**config.mk**
```make
export PLATFORM = sky130hd
export DESIGN_NAME = cart_bank_ctrl
export DESIGN_NICKNAME = d
export VERILOG_FILES = /design/src/rtl/cbc_pkg.sv /design/src/rtl/cbc_cmd_decode.sv /design/src/rtl/cbc_bank_regs.sv /design/src/rtl/cbc_addr_map.sv /design/src/rtl/cart_bank_ctrl.sv
export SDC_FILE = /design/constraint.sdc
export NUM_CORES = 1
export LEC_CHECK = 0
export ABC_AREA = 1
export ABC_CLOCK_PERIOD_IN_PS = 900
export BUFFER_PORTS_ARGS = -buffer_cell sky130_fd_sc_hd__buf_2
export CORE_MARGIN = 10
export CORE_UTILIZATION = 38
export CTS_BUF_LIST = sky130_fd_sc_hd__clkbuf_8
export CTS_CLUSTER_DIAMETER = 40
export DETAILED_ROUTE_END_ITERATION = 10
export GPL_ROUTABILITY_DRIVEN = 0
export PLACE_DENSITY = 0.78
export SETUP_SLACK_MARGIN = 0.05
export SLEW_MARGIN = 20
export SYNTH_ARGS = -nofsm -noshare
export SYNTH_HDL_FRONTEND = slang
export SYNTH_SLANG_ARGS = --single-unit
```
**constraint.sdc**
```tcl
create_clock -name clk -period 0.9 [get_ports clk]
set_clock_uncertainty 0.05 [all_clocks]
set_input_delay 0.18 -clock clk [delete_from_list [all_inputs] [get_ports clk]]
set_output_delay 0.18 -clock clk [all_outputs]
set_load 0.1 [all_outputs]
```
**src/rtl/cbc_pkg.sv**
```systemverilog
// Shared definitions for the cartridge bank controller.
// Assumes: command sets are chosen by an integer parameter, 0..2.
package cbc_pkg;

    localparam int unsigned FLV_5P2 = 0;  // 5-bit low field + 2-bit steered field
    localparam int unsigned FLV_7   = 1;  // flat 7-bit ROM bank
    localparam int unsigned FLV_9   = 2;  // 9-bit ROM bank split in two writes

    // Which piece of state a command write targets
    typedef enum logic [2:0] {
        TGT_NONE,
        TGT_EN,
        TGT_ROMLO,
        TGT_ROMHI,
        TGT_RAM,
        TGT_MODE
    } tgt_e;

endpackage

```
**src/rtl/cbc_cmd_decode.sv**
```systemverilog
// Command decoder: maps a strobed write address in 0x0000-0x7FFF to a
// state target according to the selected command set.
// Assumes: addr_hi is address bits 15:12; writes at 0x8000+ decode to none.
module cbc_cmd_decode
    import cbc_pkg::*;
#(
    parameter int unsigned FLAVOR = FLV_9
) (
    input  logic       wr,
    input  logic [3:0] addr_hi,
    output tgt_e       tgt
);

    generate
        if (FLAVOR == FLV_9) begin : g_split
            // Purpose: 4 KiB granularity decode for the split 9-bit set
            always_comb begin
                tgt = TGT_NONE;
                if (wr) begin
                    case (addr_hi)
                        4'h0, 4'h1: tgt = TGT_EN;
                        4'h2:       tgt = TGT_ROMLO;
                        4'h3:       tgt = TGT_ROMHI;
                        4'h4, 4'h5: tgt = TGT_RAM;
                        default:    tgt = TGT_NONE;
                    endcase
                end
            end
        end else begin : g_coarse
            // Purpose: 8 KiB granularity decode for the other two sets
            always_comb begin
                tgt = TGT_NONE;
                if (wr) begin
                    case (addr_hi[3:1])
                        3'd0:    tgt = TGT_EN;
                        3'd1:    tgt = TGT_ROMLO;
                        3'd2:    tgt = TGT_RAM;
                        3'd3:    tgt = (FLAVOR == FLV_5P2) ? TGT_MODE : TGT_NONE;
                        default: tgt = TGT_NONE;
                    endcase
                end
            end
        end
    endgenerate

endmodule

```
**src/rtl/cbc_bank_regs.sv**
```systemverilog
// Bank state: ROM bank, RAM bank, RAM access flag and (set 0 only) the
// steering mode bit. Computes the raw next value per command set, then
// masks by the bank counts.
// Assumes: ROM_BANKS <= 512 and RAM_BANKS <= 16, both powers of two.
module cbc_bank_regs
    import cbc_pkg::*;
#(
    parameter int unsigned FLAVOR    = FLV_9,
    parameter int unsigned ROM_BANKS = 512,
    parameter int unsigned RAM_BANKS = 16,
    parameter int unsigned ROM_BW    = 9,
    parameter int unsigned RAM_BW    = 4
) (
    input  logic              clk,
    input  logic              rst_n,
    input  tgt_e              tgt,
    input  logic [7:0]        wdata,
    output logic [ROM_BW-1:0] rom_bank,
    output logic [RAM_BW-1:0] ram_bank,
    output logic              ram_on
);

    localparam logic [8:0]        ROM_MASK = 9'(ROM_BANKS - 1);
    localparam logic [3:0]        RAM_MASK = 4'(RAM_BANKS - 1);
    localparam logic [ROM_BW-1:0] ROM_RST  = ROM_BW'(9'd1 & ROM_MASK);

    logic [8:0] cur_rom, rom_raw;
    logic [3:0] cur_ram, ram_raw;

    assign cur_rom = 9'(rom_bank);
    assign cur_ram = 4'(ram_bank);

    generate
        if (FLAVOR == FLV_5P2) begin : g_f52
            logic       mode_q;
            logic [4:0] lo5;

            // Purpose: steering mode bit, loaded from data bit 0
            always_ff @(posedge clk) begin
                if (!rst_n)               mode_q <= 1'b0;
                else if (tgt == TGT_MODE) mode_q <= wdata[0];
            end

            assign lo5 = (wdata[4:0] == 5'd0) ? 5'd1 : wdata[4:0];

            // Purpose: raw next banks for the 5+2 command set
            always_comb begin
                rom_raw = cur_rom;
                ram_raw = cur_ram;
                case (tgt)
                    TGT_ROMLO: rom_raw = {2'b00, cur_rom[6:5], lo5};
                    TGT_RAM: begin
                        if (mode_q) ram_raw = {2'b00, wdata[1:0]};
                        else        rom_raw = {2'b00, wdata[1:0], cur_rom[4:0]};
                    end
                    default: ;
                endcase
            end
        end else if (FLAVOR == FLV_7) begin : g_f7
            logic [6:0] lo7;
            assign lo7 = (wdata[6:0] == 7'd0) ? 7'd1 : wdata[6:0];

            // Purpose: raw next banks for the flat 7-bit command set
            always_comb begin
                rom_raw = cur_rom;
                ram_raw = cur_ram;
                case (tgt)
                    TGT_ROMLO: rom_raw = {2'b00, lo7};
                    TGT_RAM:   ram_raw = {2'b00, wdata[1:0]};
                    default: ;
                endcase
            end
        end else begin : g_f9
            logic [7:0] lo8;
            assign lo8 = (wdata == 8'd0) ? 8'd1 : wdata;

            // Purpose: raw next banks for the split 9-bit command set
            always_comb begin
                rom_raw = cur_rom;
                ram_raw = cur_ram;
                case (tgt)
                    TGT_ROMLO: rom_raw = {cur_rom[8], lo8};
                    TGT_ROMHI: rom_raw = {wdata[0], cur_rom[7:0]};
                    TGT_RAM:   ram_raw = wdata[3:0];
                    default: ;
                endcase
            end
        end
    endgenerate

    // Purpose: register masked banks and the RAM access flag
    always_ff @(posedge clk) begin
        if (!rst_n) begin
            rom_bank <= ROM_RST;
            ram_bank <= '0;
            ram_on   <= 1'b0;
        end else begin
            rom_bank <= ROM_BW'(rom_raw & ROM_MASK);
            ram_bank <= RAM_BW'(ram_raw & RAM_MASK);
            if (tgt == TGT_EN) ram_on <= (wdata[3:0] == 4'hA);
        end
    end

endmodule

```
**src/rtl/cbc_addr_map.sv**
```systemverilog
// Address mapper: forms physical ROM and RAM addresses from the bus
// address and the current banks; qualifies save-RAM access.
// Assumes: purely combinational; rom_addr is meaningful below 0x8000.
module cbc_addr_map #(
    parameter int unsigned ROM_BW = 9,
    parameter int unsigned RAM_BW = 4
) (
    input  logic [15:0]          addr,
    input  logic [ROM_BW-1:0]    rom_bank,
    input  logic [RAM_BW-1:0]    ram_bank,
    input  logic                 ram_on,
    output logic [ROM_BW+13:0]   rom_addr,
    output logic [RAM_BW+12:0]   ram_addr,
    output logic                 ram_access
);

    logic [ROM_BW-1:0] win_bank;

    // Purpose: fixed window uses bank 0, switchable window the current bank
    assign win_bank   = addr[14] ? rom_bank : {ROM_BW{1'b0}};
    assign rom_addr   = {win_bank, addr[13:0]};
    assign ram_addr   = {ram_bank, addr[12:0]};
    assign ram_access = ram_on && (addr[15:13] == 3'b101);

endmodule

```
**src/rtl/cart_bank_ctrl.sv**
```systemverilog
// Cartridge bank controller top: decodes CPU writes to the ROM window
// as bank commands and maps CPU addresses to physical ROM/RAM addresses.
// Assumes: bank counts are powers of two (ROM <= 512, RAM <= 16);
// synchronous active-low reset; commands apply on the strobed edge.
module cart_bank_ctrl
    import cbc_pkg::*;
#(
    parameter  int unsigned FLAVOR    = FLV_9,
    parameter  int unsigned ROM_BANKS = 512,
    parameter  int unsigned RAM_BANKS = 16,
    localparam int unsigned ROM_BW    = (ROM_BANKS > 1) ? $clog2(ROM_BANKS) : 1,
    localparam int unsigned RAM_BW    = (RAM_BANKS > 1) ? $clog2(RAM_BANKS) : 1,
    localparam int unsigned ROM_AW    = ROM_BW + 14,
    localparam int unsigned RAM_AW    = RAM_BW + 13
) (
    input  logic              clk,
    input  logic              rst_n,
    input  logic [15:0]       cpu_addr,
    input  logic [7:0]        cpu_wdata,
    input  logic              cpu_wr,
    output logic [ROM_AW-1:0] rom_addr,
    output logic [RAM_AW-1:0] ram_addr,
    output logic              ram_access
);

    tgt_e              tgt;
    logic [ROM_BW-1:0] rom_bank;
    logic [RAM_BW-1:0] ram_bank;
    logic              ram_on;

    cbc_cmd_decode #(.FLAVOR(FLAVOR)) u_dec (
        .wr      (cpu_wr),
        .addr_hi (cpu_addr[15:12]),
        .tgt     (tgt)
    );

    cbc_bank_regs #(
        .FLAVOR    (FLAVOR),
        .ROM_BANKS (ROM_BANKS),
        .RAM_BANKS (RAM_BANKS),
        .ROM_BW    (ROM_BW),
        .RAM_BW    (RAM_BW)
    ) u_regs (
        .clk      (clk),
        .rst_n    (rst_n),
        .tgt      (tgt),
        .wdata    (cpu_wdata),
        .rom_bank (rom_bank),
        .ram_bank (ram_bank),
        .ram_on   (ram_on)
    );

    cbc_addr_map #(.ROM_BW(ROM_BW), .RAM_BW(RAM_BW)) u_map (
        .addr       (cpu_addr),
        .rom_bank   (rom_bank),
        .ram_bank   (ram_bank),
        .ram_on     (ram_on),
        .rom_addr   (rom_addr),
        .ram_addr   (ram_addr),
        .ram_access (ram_access)
    );

endmodule

```
==> results.md <==
- Status: finished with violations
- Failing checks: negative setup slack
- Synth Area per Inst: 6.34 um^2
- TritonCTS clock tree: done
- Type of the most critical hold path: in2reg
- Sequential area share after synthesis: 29.3%
- RSZ-0062 raised after global routing: true
- CP max stage delay: 0.33 ns
- Root Buffer: clkbuf_8
- Num ports: 68
- TritonCTS buffer count: 3
- Syn Nets: 178
- Final setup vio count: 14
- Hold Startpoint: cpu_wdata[6]
- Leakage: 0.678 nW
- Fraction of registers with async set/reset: 0%
- WL/cell: 12.0 um
- # rows: 18
- Hold Vio Cnt, Final: 0
- Synth unique cells: 17
- Hold path cells: 3
- Post-Route WL: 2310 um
- Max cap viols: 0
- Clk_lat worst skew: 0.24 ns
- Critical path fanouts, max: 2
- Power per cell area: 1120 nW/um^2
- Yosys top cell area share: 29.3%
- Synth Flop Type: dfxtp_1
- DR vias: 819
- Maximum clock insertion buffer count: 2
- Maximum vdd ir drop: 1.31 mV
- Congestion Overflow GR: 0
- Gr usage total: 9.09%
- Critical Path, Cell by Cell: nand2_2 -> nor2_4 -> buf_12
- Final period util: 127%
- Achievable Freq: 874 MHz
- Post-synthesis instance area: 957 um^2
- Multi-input logic area: 453 um^2
- Remaining antenna violation count after routing: 0
- Final Util: 59.3%
- Master of the slowest instance on the critical path: dfxtp_2
- Worst reg-to-reg setup slack: 0.16 ns
- CTS clk-pin slew, worst paths: 0.06 ns
- Vias per cell: 4.27
- Final #Nets: 190
- Hold endpoint: u_regs.rom_bank[6]
- R2R Path End: u_regs.rom_bank[4]
- Layout cells sized above 1: 50.6%
- Cts hold-fix bufs: 0
- Period minus WS final: 1.14 ns
- Cell count of the worst reg-to-reg path: 4
- Top cell types by occurrence after synthesis: 35 x nand2_1, 30 x nor2_1, 28 x buf_4
- Post-synth EDFFs: 0
- Cell count after synthesis: 151
- FF+latch count, synth: 14
- Port bufs: 31
- Setup crit end kind: primary output
- N_diodes: 0
- Rel. slew slack: 85.8%
- Synth Warn #: 0
- Die X: 70.2 um
- Core ar.: 2430 um^2
- RR Startpoint: u_regs.rom_bank[4]
- HPWL Detailed: 1840 um
- PnR worst setup slack: -0.244 ns
- Chip height: 70.2 um
- Crit start category: register
- Worst Path Required: 0.67 ns
- P&R area growth vs syn: 50.7%
- CTS Sinks: 14
- Initial antenna violation count: 0
- Top-count cell post-synth: nand2_1
- First-pass GRT wire length: 3680 um
- CP Data Arrival Time: 0.91 ns
- DRC viols: 0
- Setup WS pre-CTS: -0.179 ns
- Drt first pass iters: 4
- Max-slew violations: 0
- Ranking of synthesized cells by area: dfxtp_1 29%, buf_4 22%, nand2_1 14%
- Largest net degree at the start of global routing: 17
- Die Area: 4930 um^2
- Area leader, netlist: dfxtp_1
- Initial Utilization: 39.4%
- Vias in the first global route: 821
- Worst slew pin tran: 0.213 ns
- H-tree depth: 1
- Fill cell count: 220
- Crit Path Category: reg2out
- Iteration-0 DRC Markers: 21
- Seq. cell area: 308 um^2
-- repair_timing --
item	in CTS	in global routing
setup buffers	0	0
gates cloned	0	1
gates resized for setup	0	3
pin swaps	9	1
endpoints found under the setup margin	14	20
-- how the worst max path moves through the flow --
stage	startpoint	to	slack (ns)	depth (start not counted)
after floorplan	u_regs.ram_on	ram_access	-0.16	2
after CTS	u_regs.ram_on	ram_access	-0.25	3
after detailed placement	cpu_addr[13]	u_regs.rom_bank[0]	-0.18	6
final	u_regs.ram_on	ram_access	-0.24	3
after global placement	cpu_addr[14]	rom_addr[22]	-0.15	5
after global routing	u_regs.ram_on	ram_access	-0.28	3
-- area by class of cell --
class                      count  share of cell area (%)
clock inverter                 1                   0.260
sequential                    14                    21.3
multi-input combinational     80                    31.4
clock buffer                   3                    2.86
inverter                      28                    9.63
tap                           30                    2.60
timing repair buffer          36                    31.9
-- per-layer routing --
| metal | vias up | GRT usage (%) | routed length (um) |
|---|---|---|---|
| met1 | 350 | 9.26 | 918 |
| li1 | 435 | - | - |
| met2 | 25 | 14.8 | 1110 |
| met5 | - | 0 | 0 |
| met4 | 0 | 7.24 | 71 |
| met3 | 9 | 3.11 | 212 |
-- sequential cells by signal (all words and copies together), names as in the netlist --
| name | count |
|---|---|
| u_regs.ram_on | 1 |
| u_regs.rom_bank | 9 |
| u_regs.ram_bank | 4 |
-- power by group --
part / leakage [nW] / total, mW / internal (mW) / switching (mW)
logic: 0.530 / 0.457 / 0.160 / 0.297
clock network: 0.0269 / 0.507 / 0.301 / 0.206
registers: 0.120 / 0.649 / 0.632 / 0.0170
-- through the flow --
step                power, mW  TNS [ns]  instances  hold WS [ns]  cell area [um^2]
floorplan                1.44     -1.11        151         0.258              1110
global placement         1.10     -2.54        187         0.311              1370
detailed placement       1.11     -3.35        187         0.311              1370
CTS                      1.62     -2.65        191         0.126              1420
global route             1.69     -2.95        192         0.142              1440
finish                   1.61     -2.51        192         0.136              1440
-- critical path, delay by kind of cell, from the launching register on --
kind          cells  cell delay, ns
buf+inv           1            0.18
flops             1            0.33
simple gates      2            0.16
-- placed cells by master (no fill, tap or decap), drive strengths merged --
master / n
inv: 19
dfxtp: 14
clkbuf: 3
nand2: 35
o21ai: 6
a21oi: 1
nor2: 33
nand3: 5
clkinv: 1
buf: 36
clkinvlp: 9
-- kinds of logic after synthesis --
logic type	Yosys count	synth area share, %
compound gates	7	3.66
buf+inv	58	34.6
flops	14	29.3
simple gates	72	32.4
Note: power is estimated with default switching activity, not from simulation.
